<file path="config.mk">
export PLATFORM = sky130hd
export DESIGN_NAME = reload_timer_channel
export DESIGN_NICKNAME = d
export VERILOG_FILES = /design/src/rtl/rtc_pkg.sv /design/src/rtl/rtc_prescaler.sv /design/src/rtl/rtc_counter.sv /design/src/rtl/rtc_ctrl.sv /design/src/rtl/reload_timer_channel.sv
export SDC_FILE = /design/constraint.sdc
export NUM_CORES = 1
export LEC_CHECK = 0
export BUFFER_PORTS_ARGS = -buffer_cell sky130_fd_sc_hd__buf_2
export CAP_MARGIN = 25
export CORE_ASPECT_RATIO = 0.7
export CORE_UTILIZATION = 55
export CTS_CLUSTER_SIZE = 14
export DETAILED_ROUTE_END_ITERATION = 12
export HOLD_SLACK_MARGIN = 0.05
export PLACE_DENSITY_LB_ADDON = 0.25
export SETUP_SLACK_MARGIN = 0.5
export SLEW_MARGIN = 5
export SYNTH_ARGS = -nofsm -noshare
export SYNTH_HDL_FRONTEND = slang
export SYNTH_HIERARCHICAL = 1
export SYNTH_SLANG_ARGS = --single-unit
</file>
<file path="constraint.sdc">
create_clock -name clk -period 3.3 [get_ports clk]
set_input_delay 0.165 -clock clk [delete_from_list [all_inputs] [get_ports clk]]
set_output_delay 0.165 -clock clk [all_outputs]
set_load 0.03 [all_outputs]
</file>
<file path="src/rtl/rtc_pkg.sv">
package rtc_pkg;

    localparam int DIV_W    = 10;
    localparam int CTRL_W   = 16;
    localparam int FLAG_BIT = 8;
    localparam int MAX_PSC  = 4;

    typedef enum logic [1:0] {
        IDX_RELOAD = 2'd0,
        IDX_COUNT  = 2'd1,
        IDX_CTRL   = 2'd2,
        IDX_SPARE  = 2'd3
    } reg_idx_e;

    // Stored part of the control word (bits 7:0)
    typedef struct packed {
        logic [1:0] cap_ctl;
        logic       irq_en;
        logic [1:0] edge_sel;
        logic [2:0] psc_sel;
    } ctrl_t;

    // Low-bit mask whose all-ones state marks a strobe; ratio 4^(sel+1)
    function automatic logic [DIV_W-1:0] psc_mask(input logic [2:0] sel);
        logic [DIV_W-1:0] m;
        m = '0;
        for (int i = 0; i <= MAX_PSC; i++) begin
            if (sel == i[2:0]) m = DIV_W'((1 << (2 * (i + 1))) - 1);
        end
        return m;
    endfunction

    function automatic logic psc_valid(input logic [2:0] sel);
        return sel <= 3'(MAX_PSC);
    endfunction

endpackage

</file>
<file path="src/rtl/rtc_prescaler.sv">
module rtc_prescaler
    import rtc_pkg::*;
(
    input  logic       clk,
    input  logic       rst,
    input  logic       restart,
    input  logic [2:0] psc_sel,
    output logic       strobe
);

    logic [DIV_W-1:0] div_q;
    logic [DIV_W-1:0] mask;

    always_ff @(posedge clk) begin
        if (rst || restart) div_q <= '0;
        else                div_q <= div_q + 1'b1;
    end

    always_comb begin
        mask   = psc_mask(psc_sel);
        strobe = psc_valid(psc_sel) && ((div_q & mask) == mask);
    end


    strobe_spacing_chk: assert property (@(posedge clk) disable iff (rst)
        strobe |=> !strobe);


    reserved_psc_chk: assert property (@(posedge clk) disable iff (rst)
        (psc_sel > 3'(MAX_PSC)) |-> !strobe);

endmodule

</file>
<file path="src/rtl/rtc_counter.sv">
module rtc_counter #(
    parameter int CNT_W = 32
) (
    input  logic             clk,
    input  logic             rst,
    input  logic             tick,
    input  logic             cnt_we,
    input  logic [CNT_W-1:0] cnt_wdata,
    input  logic             rld_we,
    input  logic [CNT_W-1:0] rld_wdata,
    output logic [CNT_W-1:0] cnt,
    output logic [CNT_W-1:0] reload,
    output logic             underflow
);

    localparam logic [CNT_W-1:0] RESET_VAL = '1;

    assign underflow = tick && (cnt == '0) && !cnt_we;

    always_ff @(posedge clk) begin
        if (rst) begin
            cnt    <= RESET_VAL;
            reload <= RESET_VAL;
        end else begin
            if (rld_we) reload <= rld_wdata;
            if (cnt_we)         cnt <= cnt_wdata;
            else if (underflow) cnt <= reload;
            else if (tick)      cnt <= cnt - 1'b1;
        end
    end


    hold_when_idle_chk: assert property (@(posedge clk) disable iff (rst)
        (!tick && !cnt_we) |=> $stable(cnt));


    direct_load_chk: assert property (@(posedge clk) disable iff (rst)
        cnt_we |=> (cnt == $past(cnt_wdata)));


    reload_on_wrap_chk: assert property (@(posedge clk) disable iff (rst)
        (tick && cnt == '0 && !cnt_we) |=> (cnt == $past(reload)));

endmodule

</file>
<file path="src/rtl/rtc_ctrl.sv">
module rtc_ctrl
    import rtc_pkg::*;
(
    input  logic       clk,
    input  logic       rst,
    input  logic       we,
    input  logic [8:0] wdata,
    input  logic       underflow,
    output ctrl_t      ctrl,
    output logic       flag,
    output logic       irq
);

    always_ff @(posedge clk) begin
        if (rst) begin
            ctrl <= '0;
            flag <= 1'b0;
        end else begin
            if (we) ctrl <= ctrl_t'(wdata[7:0]);
            if (underflow)                    flag <= 1'b1;
            else if (we && !wdata[FLAG_BIT]) flag <= 1'b0;
        end
    end

    assign irq = flag && ctrl.irq_en;


    flag_source_chk: assert property (@(posedge clk) disable iff (rst)
        $rose(flag) |-> $past(underflow));


    flag_clear_chk: assert property (@(posedge clk) disable iff (rst)
        (we && !wdata[FLAG_BIT] && !underflow) |=> !flag);

endmodule

</file>
<file path="src/rtl/reload_timer_channel.sv">
module reload_timer_channel
    import rtc_pkg::*;
#(
    parameter int CNT_W  = 32,
    parameter int ADDR_W = 2
) (
    input  logic              clk,
    input  logic              rst,
    input  logic [ADDR_W-1:0] reg_addr,
    input  logic              reg_we,
    input  logic [CNT_W-1:0]  reg_wdata,
    output logic [CNT_W-1:0]  reg_rdata,
    input  logic              run_en,
    output logic              irq
);

    logic       we_rld, we_cnt, we_ctrl;
    logic       strobe, tick, underflow, flag;
    ctrl_t      ctrl;
    logic [CNT_W-1:0] cnt, reload;

    always_comb begin
        we_rld  = reg_we && (reg_addr == ADDR_W'(IDX_RELOAD));
        we_cnt  = reg_we && (reg_addr == ADDR_W'(IDX_COUNT));
        we_ctrl = reg_we && (reg_addr == ADDR_W'(IDX_CTRL));
        tick    = strobe && run_en;
    end

    rtc_prescaler u_psc (
        .clk     (clk),
        .rst     (rst),
        .restart (we_ctrl),
        .psc_sel (ctrl.psc_sel),
        .strobe  (strobe)
    );

    rtc_counter #(.CNT_W(CNT_W)) u_cnt (
        .clk       (clk),
        .rst       (rst),
        .tick      (tick),
        .cnt_we    (we_cnt),
        .cnt_wdata (reg_wdata),
        .rld_we    (we_rld),
        .rld_wdata (reg_wdata),
        .cnt       (cnt),
        .reload    (reload),
        .underflow (underflow)
    );

    rtc_ctrl u_ctrl (
        .clk       (clk),
        .rst       (rst),
        .we        (we_ctrl),
        .wdata     (reg_wdata[8:0]),
        .underflow (underflow),
        .ctrl      (ctrl),
        .flag      (flag),
        .irq       (irq)
    );

    always_comb begin
        reg_rdata = '0;
        case (reg_addr)
            ADDR_W'(IDX_RELOAD): reg_rdata = reload;
            ADDR_W'(IDX_COUNT):  reg_rdata = cnt;
            ADDR_W'(IDX_CTRL): begin
                reg_rdata[7:0]      = ctrl;
                reg_rdata[FLAG_BIT] = flag;
            end
            default:             reg_rdata = '0;
        endcase
    end


    paused_no_wrap_chk: assert property (@(posedge clk) disable iff (rst)
        !run_en |-> !underflow);

endmodule

</file>
## Word level (Yosys, flattened, before mapping)

Cells that the tools add are included.

| storage, ports and cells | value |
|---|---|
| input port bits | 38 |
| memories | 0 |
| bits in read-only memories | 0 |
| bits in writable memories | 0 |
| word-level logic and storage cells | 48 |
| output and inout bits | 33 |
| bits in latches | 0 |
| bits in registers | 83 |

| cells by class | value |
|---|---|
| shift-type cells | 0 |
| $lt $le $gt $ge | 1 |
| bitwise logic cells | 1 |
| divide/modulo/power cells | 0 |
| muxes and demuxes | 12 |
| reductions and logical operators | 17 |
| multiply operators | 0 |
| eq/ne operators | 7 |
| $add $sub $neg | 2 |

Operator list:

| cell | count |
|---|---|
| $mux 32 | 3 |
| $pmux 23 s2 | 1 |
| $logic_not 32->1 | 1 |
| $sub 32x1->32 const B | 1 |
| $pmux 9 s3 | 1 |
| $add 10x1->10 const B | 1 |
| $and 10x10->10 | 1 |
| $eq 10x10->1 | 1 |
| $mux 10 | 1 |
| $logic_and 1x1->1 | 9 |
| $mux 8 | 1 |
| $eq 3x2->1 const B | 2 |
| $mux 6 | 1 |
| $mux 4 | 1 |
| $eq 3x1->1 const B | 1 |
| $eq 3x3->1 const B | 1 |
| $le 3x3->1 const B | 1 |
| $logic_not 3->1 | 1 |
| $reduce_bool 3->1 | 1 |
| $eq 2x1->1 const B | 1 |
| $eq 2x2->1 const B | 1 |
| $logic_not 1->1 | 2 |
| $logic_not 2->1 | 1 |
| $mux 1 | 2 |
| 3 further kinds | 3 |

## Logic depth before layout (Yosys ltp)

| logic depth | value |
|---|---|
| depth after elaboration | 14 |
| mapped depth | 12 |
| depth with buffers taken out | 10 |

## Cells and area by module

Netlist, hierarchy kept.

By module, submodules not included:

| module | instances | sequential area each (um^2) | area an instance (um^2) | cells each |
|---|---|---|---|---|
| rtc_counter | 1 | 1281.2 | 3403.3 | 409 |
| reload_timer_channel | 1 | 0.0 | 624.3 | 78 |
| rtc_prescaler | 1 | 200.2 | 452.9 | 53 |
| rtc_ctrl | 1 | 180.2 | 337.8 | 31 |

## Worst setup path after synthesis

Ideal clock, no wire load.

| path | value |
|---|---|
| path type | reg-to-reg |
| from | register u_psc.div_q[5] |
| to | register u_cnt.cnt[0] |
| setup slack | 0.542 ns |
| setup time | 0.122 ns |
| buffers on the path | 2 |
| arrival time | 2.636 ns |
| required time | 3.178 ns |
| cell stages (with the launch flop) | 12 |
| clock period less this slack | 2.758 ns |
| cell sequence | dfxtp_1 nand3b_1 a21o_1 a2111oi_0 and2_1 clkbuf_1 nor2b_1 and4b_1 buf_2 nand3_2 o31a_1 a221o_1 |

| on the way | value |
|---|---|
| cells in the longest elaborated chain, start to end | 8 |
| elaborated cells between the ends (all ways) | 9 |
| those cells by class | 1 x eq/ne; 2 x mux; 1 x bitwise; 5 x reduce/logical |

RTL lines:

| what | line | text |
|---|---|---|
| start: declaration | rtc_prescaler.sv:11 | `logic [DIV_W-1:0] div_q;` |
| start signal: assignment | rtc_prescaler.sv:16 | `else div_q <= div_q + 1'b1;` |
| $and 10x10->10 * | rtc_prescaler.sv:21 | `strobe = psc_valid(psc_sel) && ((div_q & mask) == mask);` |
| $eq 10x10->1 * | rtc_prescaler.sv:21 |  |
| $logic_and 1x1->1 * | rtc_prescaler.sv:21 |  |
| net strobe | reload_timer_channel.sv:18 | `logic strobe, tick, underflow, flag;` |
| $logic_and 1x1->1 * | reload_timer_channel.sv:26 | `tick = strobe && run_en;` |
| net tick | reload_timer_channel.sv:18 |  |
| $logic_and 1x1->1 (2 in a row) | rtc_counter.sv:18 | `assign underflow = tick && (cnt == '0) && !cnt_we;` |
| $mux 32 | rtc_counter.sv:27 | `else if (underflow) cnt <= reload;` |
| $mux 32 | rtc_counter.sv:26 | `if (cnt_we) cnt <= cnt_wdata;` |
| end signal: assignment | rtc_counter.sv:26 |  |
| end signal: assignment | rtc_counter.sv:27 |  |
| end signal: assignment | rtc_counter.sv:28 | `else if (tick) cnt <= cnt - 1'b1;` |
| end: declaration | rtc_counter.sv:11 | `output logic [CNT_W-1:0] cnt,` |

The timed path passes the listed nets; every way through them passes the cells marked *.
A chain may end at the register's enable or synchronous reset.

## Worst setup path after layout

| path | value |
|---|---|
| from | register u_ctrl/ctrl[0] (netlist name) |
| to | register u_cnt.cnt[27] |

| on the way | value |
|---|---|
| cells in the longest elaborated chain, start to end | 14 |
| elaborated cells between the ends (all ways) | 20 |
| those cells by class | 1 x order compare; 5 x eq/ne; 7 x mux; 1 x bitwise; 6 x reduce/logical |

RTL lines:

| what | line | text |
|---|---|---|
| $logic_not 3->1 | rtc_pkg.sv:28 | `if (sel == i[2:0]) m = DIV_W'((1 << (2 * (i + 1))) - 1);` |
| $mux 2 | rtc_pkg.sv:28 |  |
| $mux 4 | rtc_pkg.sv:28 |  |
| $mux 6 | rtc_pkg.sv:28 |  |
| $mux 8 | rtc_pkg.sv:28 |  |
| $mux 10 | rtc_pkg.sv:28 |  |
| $and 10x10->10 | rtc_prescaler.sv:21 |  |
| $eq 10x10->1 | rtc_prescaler.sv:21 |  |
| $logic_and 1x1->1 * | rtc_prescaler.sv:21 |  |
| net strobe | reload_timer_channel.sv:18 |  |
| $logic_and 1x1->1 * | reload_timer_channel.sv:26 |  |
| net tick | reload_timer_channel.sv:18 |  |
| $logic_and 1x1->1 (2 in a row) | rtc_counter.sv:18 |  |
| $mux 32 | rtc_counter.sv:27 |  |
| $mux 32 | rtc_counter.sv:26 |  |

Marked as above.

==> flow_summary.toml <==
[synth]
mappedNetlistNets = 611
yosysTopAreaCell = "sky130_fd_sc_hd__dfxtp_1"
synth_top_area_share_pct = 34.5
synthTopCellsByArea = "sky130_fd_sc_hd__dfxtp_1 (34%), sky130_fd_sc_hd__mux2i_1 (16%), sky130_fd_sc_hd__nand2_1 (5.6%), sky130_fd_sc_hd__nor2_1 (4.1%), sky130_fd_sc_hd__o21ai_0 (3.0%)"
async_set_or_reset_flop_fraction_in_the_synthesized_netlist_pct = 0
post_synth_inst_count = 571
netlist-cell-type-count = 68
ys_top_cells_by_count = "sky130_fd_sc_hd__dfxtp_1 (83), sky130_fd_sc_hd__mux2i_1 (78), sky130_fd_sc_hd__nand2_1 (72), sky130_fd_sc_hd__nor2_1 (53), sky130_fd_sc_hd__o21ai_0 (29)"
synth_enable_flop_cells = 0
synth_top_flop_cell = "sky130_fd_sc_hd__dfxtp_1"
synth.yosys.seq_area_share_pct = 34.5
yosys.cell_count.top_type = "sky130_fd_sc_hd__dfxtp_1"
syn-cell-area_um2 = 4820
yosys_warnings = 6
synth_area_per_inst_um2 = 8.44
ys_seq_elements = 83

[worst_hold_path]
min-delay-path-class = "in2reg"
hold_depth = 3
min-delay-start = "reg_wdata[13]"
hold_end = "u_cnt/reload[13]"

[critical_path]
critPathMaxStageDelay_ns = 0.37
critical_path_required_ns = 3.51
rr_worst_depth = 10
crit_path_cell_trace = "nand3b_1 -> a21o_1 -> a2111oi_1 -> and2_1 -> nor2b_1 -> buf_4 -> nand4b_1 -> buf_4 -> o31ai_1 -> a311oi_1"
timing_worst_setup_path_type = "reg2reg"
cp_delay_by_family_top = "compound AO/OA/AOI/OAI gates"
timing.critical_path.slowest_stage_cell = "sky130_fd_sc_hd__a2111oi_1"
critical_path.endpoint_type = "flip-flop"
critPathMaxFanout = 13
worstSetupStartpointType = "flip-flop"
worst_r2r_startpoint = "u_ctrl/ctrl[0]"
worst_ep_arrival_time_ns = 2.87
critPathBufInv = 2
r2r_end = "u_cnt/cnt[27]"
timing.critical_path.mode_cell = "sky130_fd_sc_hd__buf_4"
reg2reg_slack_ns = 0.64

[timing]
slew_worst_pin_ns = 0.678
timing.final.ws_setup_ns = 0.638
fin_setup_tns_ns = 0
final-max-slew-violation-count = 0
unrepaired_setup_endpoints_after_global_routing = "yes"
report.final.hold_viol_count = 0
setup_viol = 0
finalCritPeriodShare_pct = 80.7
finClkSkew_ns = 0.00687
layout_min_cycle_time_ns = 2.66
achievable-frequency_ghz = 0.376
max-slew-margin-rel_pct = 54.8

[floorplan]
dieHeight_um = 80.3
floorplan.initialDensity_pct = 56.8
row_count = 28
die_w_um = 114
die-area_um2 = 9140
core_area_um2 = 8480
floorplan.io_pins = 71

[cells_and_area]
antenna_cells = 0
multiInputGateArea_um2 = 2910
layout-drive-gt1-share_pct = 19.3
area_delta_synth_final_pct = 16.8
finalNetCount = 677
postLayoutCoreUtil_pct = 66.4
n_fill_cell = 738
layout.area.seq_um2 = 1660

[clock_network]
cts_buffers = 9
cts.clk_slew.worst_paths_ns = 0.06
cts_root_buffer = "sky130_fd_sc_hd__clkbuf_16"
ctsLongestPathBuffers = 2
clock_latency_reported_for_the_late_side_of_the_worst_skew_pair_ns = 0.34
clock_tree.htree_level_count = 3
tritoncts_sink_count = 83
cts_tree = "done"

[global_routing]
grt_max_degree = 43
grt_util_all_layers_pct = 29.5
vias_in_the_first_global_route = 4196
grt_antenna_before_repair = 0
globalRouteOverflowTotal = 0
grt_pass1_wl_um = 21000

[outcome]
status = "completed"

[drt]
initialDrtViolationCount = 361
drt_via_density = 6.02
drc = 0
drt_first_pass_iters = 5
post_drt_wl_per_cell_um = 17.3
via_count = 4584
postRouteAntennaNets = 0
routed_wirelength_um = 13200

[power]
vdd_ir_drop_max_v = 0.000364
power_leakage_nw = 2.27
cellPowerDensity_nw_per_um2 = 451

[run]
drv_cap = 0

[placement]
routabilityCongestion = 0.876
place.port_buffers = 70
place_hpwl_um = 8490
pre_cts_slack_ns = 0.609
metrics by stage:
step           area [um^2]  hold WS (ns)  power (mW)  cells
2_1_floorplan         4820         0.291        1.39    571
5_1_grt               5630        0.0627        2.64    762
3_5_place_dp          5210         0.401        1.49    736
6_report              5630        0.0563        2.54    762
3_3_place_gp          5210         0.396        1.48    736
4_1_cts               5580        0.0507        2.55    757
registers in the layout, indices dropped and copies added, names as in the netlist:
name          cells
u_ctrl/ctrl       8
u_psc/div_q      10
u_ctrl/flag       1
u_cnt/cnt        32
u_cnt/reload     32
placed cells by master (no fill, tap or decap), drive strengths merged, types with 10 or more instances in the layout:
master,n
a21oi,26
a31oi,17
buf,90
clkbuf,13
dfxtp,83
mux2i,78
nand2,72
nand3,26
nor2,53
nor3,12
o21ai,31
or3,10
xnor2,14
worst min-delay path: stages:
cell                      delay [ns]
sky130_fd_sc_hd__buf_2          0.09
sky130_fd_sc_hd__mux2i_1        0.06
sky130_fd_sc_hd__nand2_1        0.06
power breakdown:
part	switching (mW)	internal, mW
Sequential	0.0658	1.05
Combinational	0.226	0.143
Clock	0.405	0.648
kinds of logic after synthesis:
| logic type | synth area share [%] |
|---|---|
| adder cells (fa/ha/maj) | 0.519 |
| multiplexers | 16.4 |
| AO/OA/AOI/OAI | 16.7 |
| buffers and inverters | 5.53 |
| AND/OR/NAND/NOR | 22.7 |
| XOR/XNOR | 3.64 |
| flip-flops | 34.5 |
final cells by class:
cell class                 instances  area share, %
tap                              120           2.67
clock inverter                     3          0.800
sequential                        83           29.5
timing repair buffer              95           9.78
clock buffer                      13           4.80
multi-input combinational        437           51.6
inverter                          11          0.800
timing repair:
item                       in CTS  in global routing
hold buffers                    5                  0
setup buffers                   0                  5
hold endpoints to repair        5                  0
resized for setup               0                  4
setup endpoints to repair       0                 13
metal layers:
layer | routed length (um) | share of wire (%) | up-vias | track usage (%)
li1 | - | - | 2209 | -
met4 | 102 | 0.77 | 0 | 8.57
met5 | 0 | 0 | - | 0
met1 | 6250 | 47 | 2190 | 39.7
met2 | 6020 | 46 | 175 | 47.7
met3 | 790 | 6.0 | 10 | 6.26
worst max-delay path by stage:
stage | cells past startpoint | from | end
2_1_floorplan | 11 | u_psc/div_q[5] | u_cnt/cnt[0]
3_3_place_gp | 10 | u_psc/div_q[5] | u_cnt/cnt[23]
3_5_place_dp | 10 | u_psc/div_q[5] | u_cnt/cnt[23]
4_1_cts | 10 | u_psc/div_q[5] | u_cnt/cnt[23]
5_1_grt | 10 | u_psc/div_q[5] | u_cnt/cnt[27]
6_report | 10 | u_ctrl/ctrl[0] | u_cnt/cnt[27]
(Power assumes the default switching activity.)
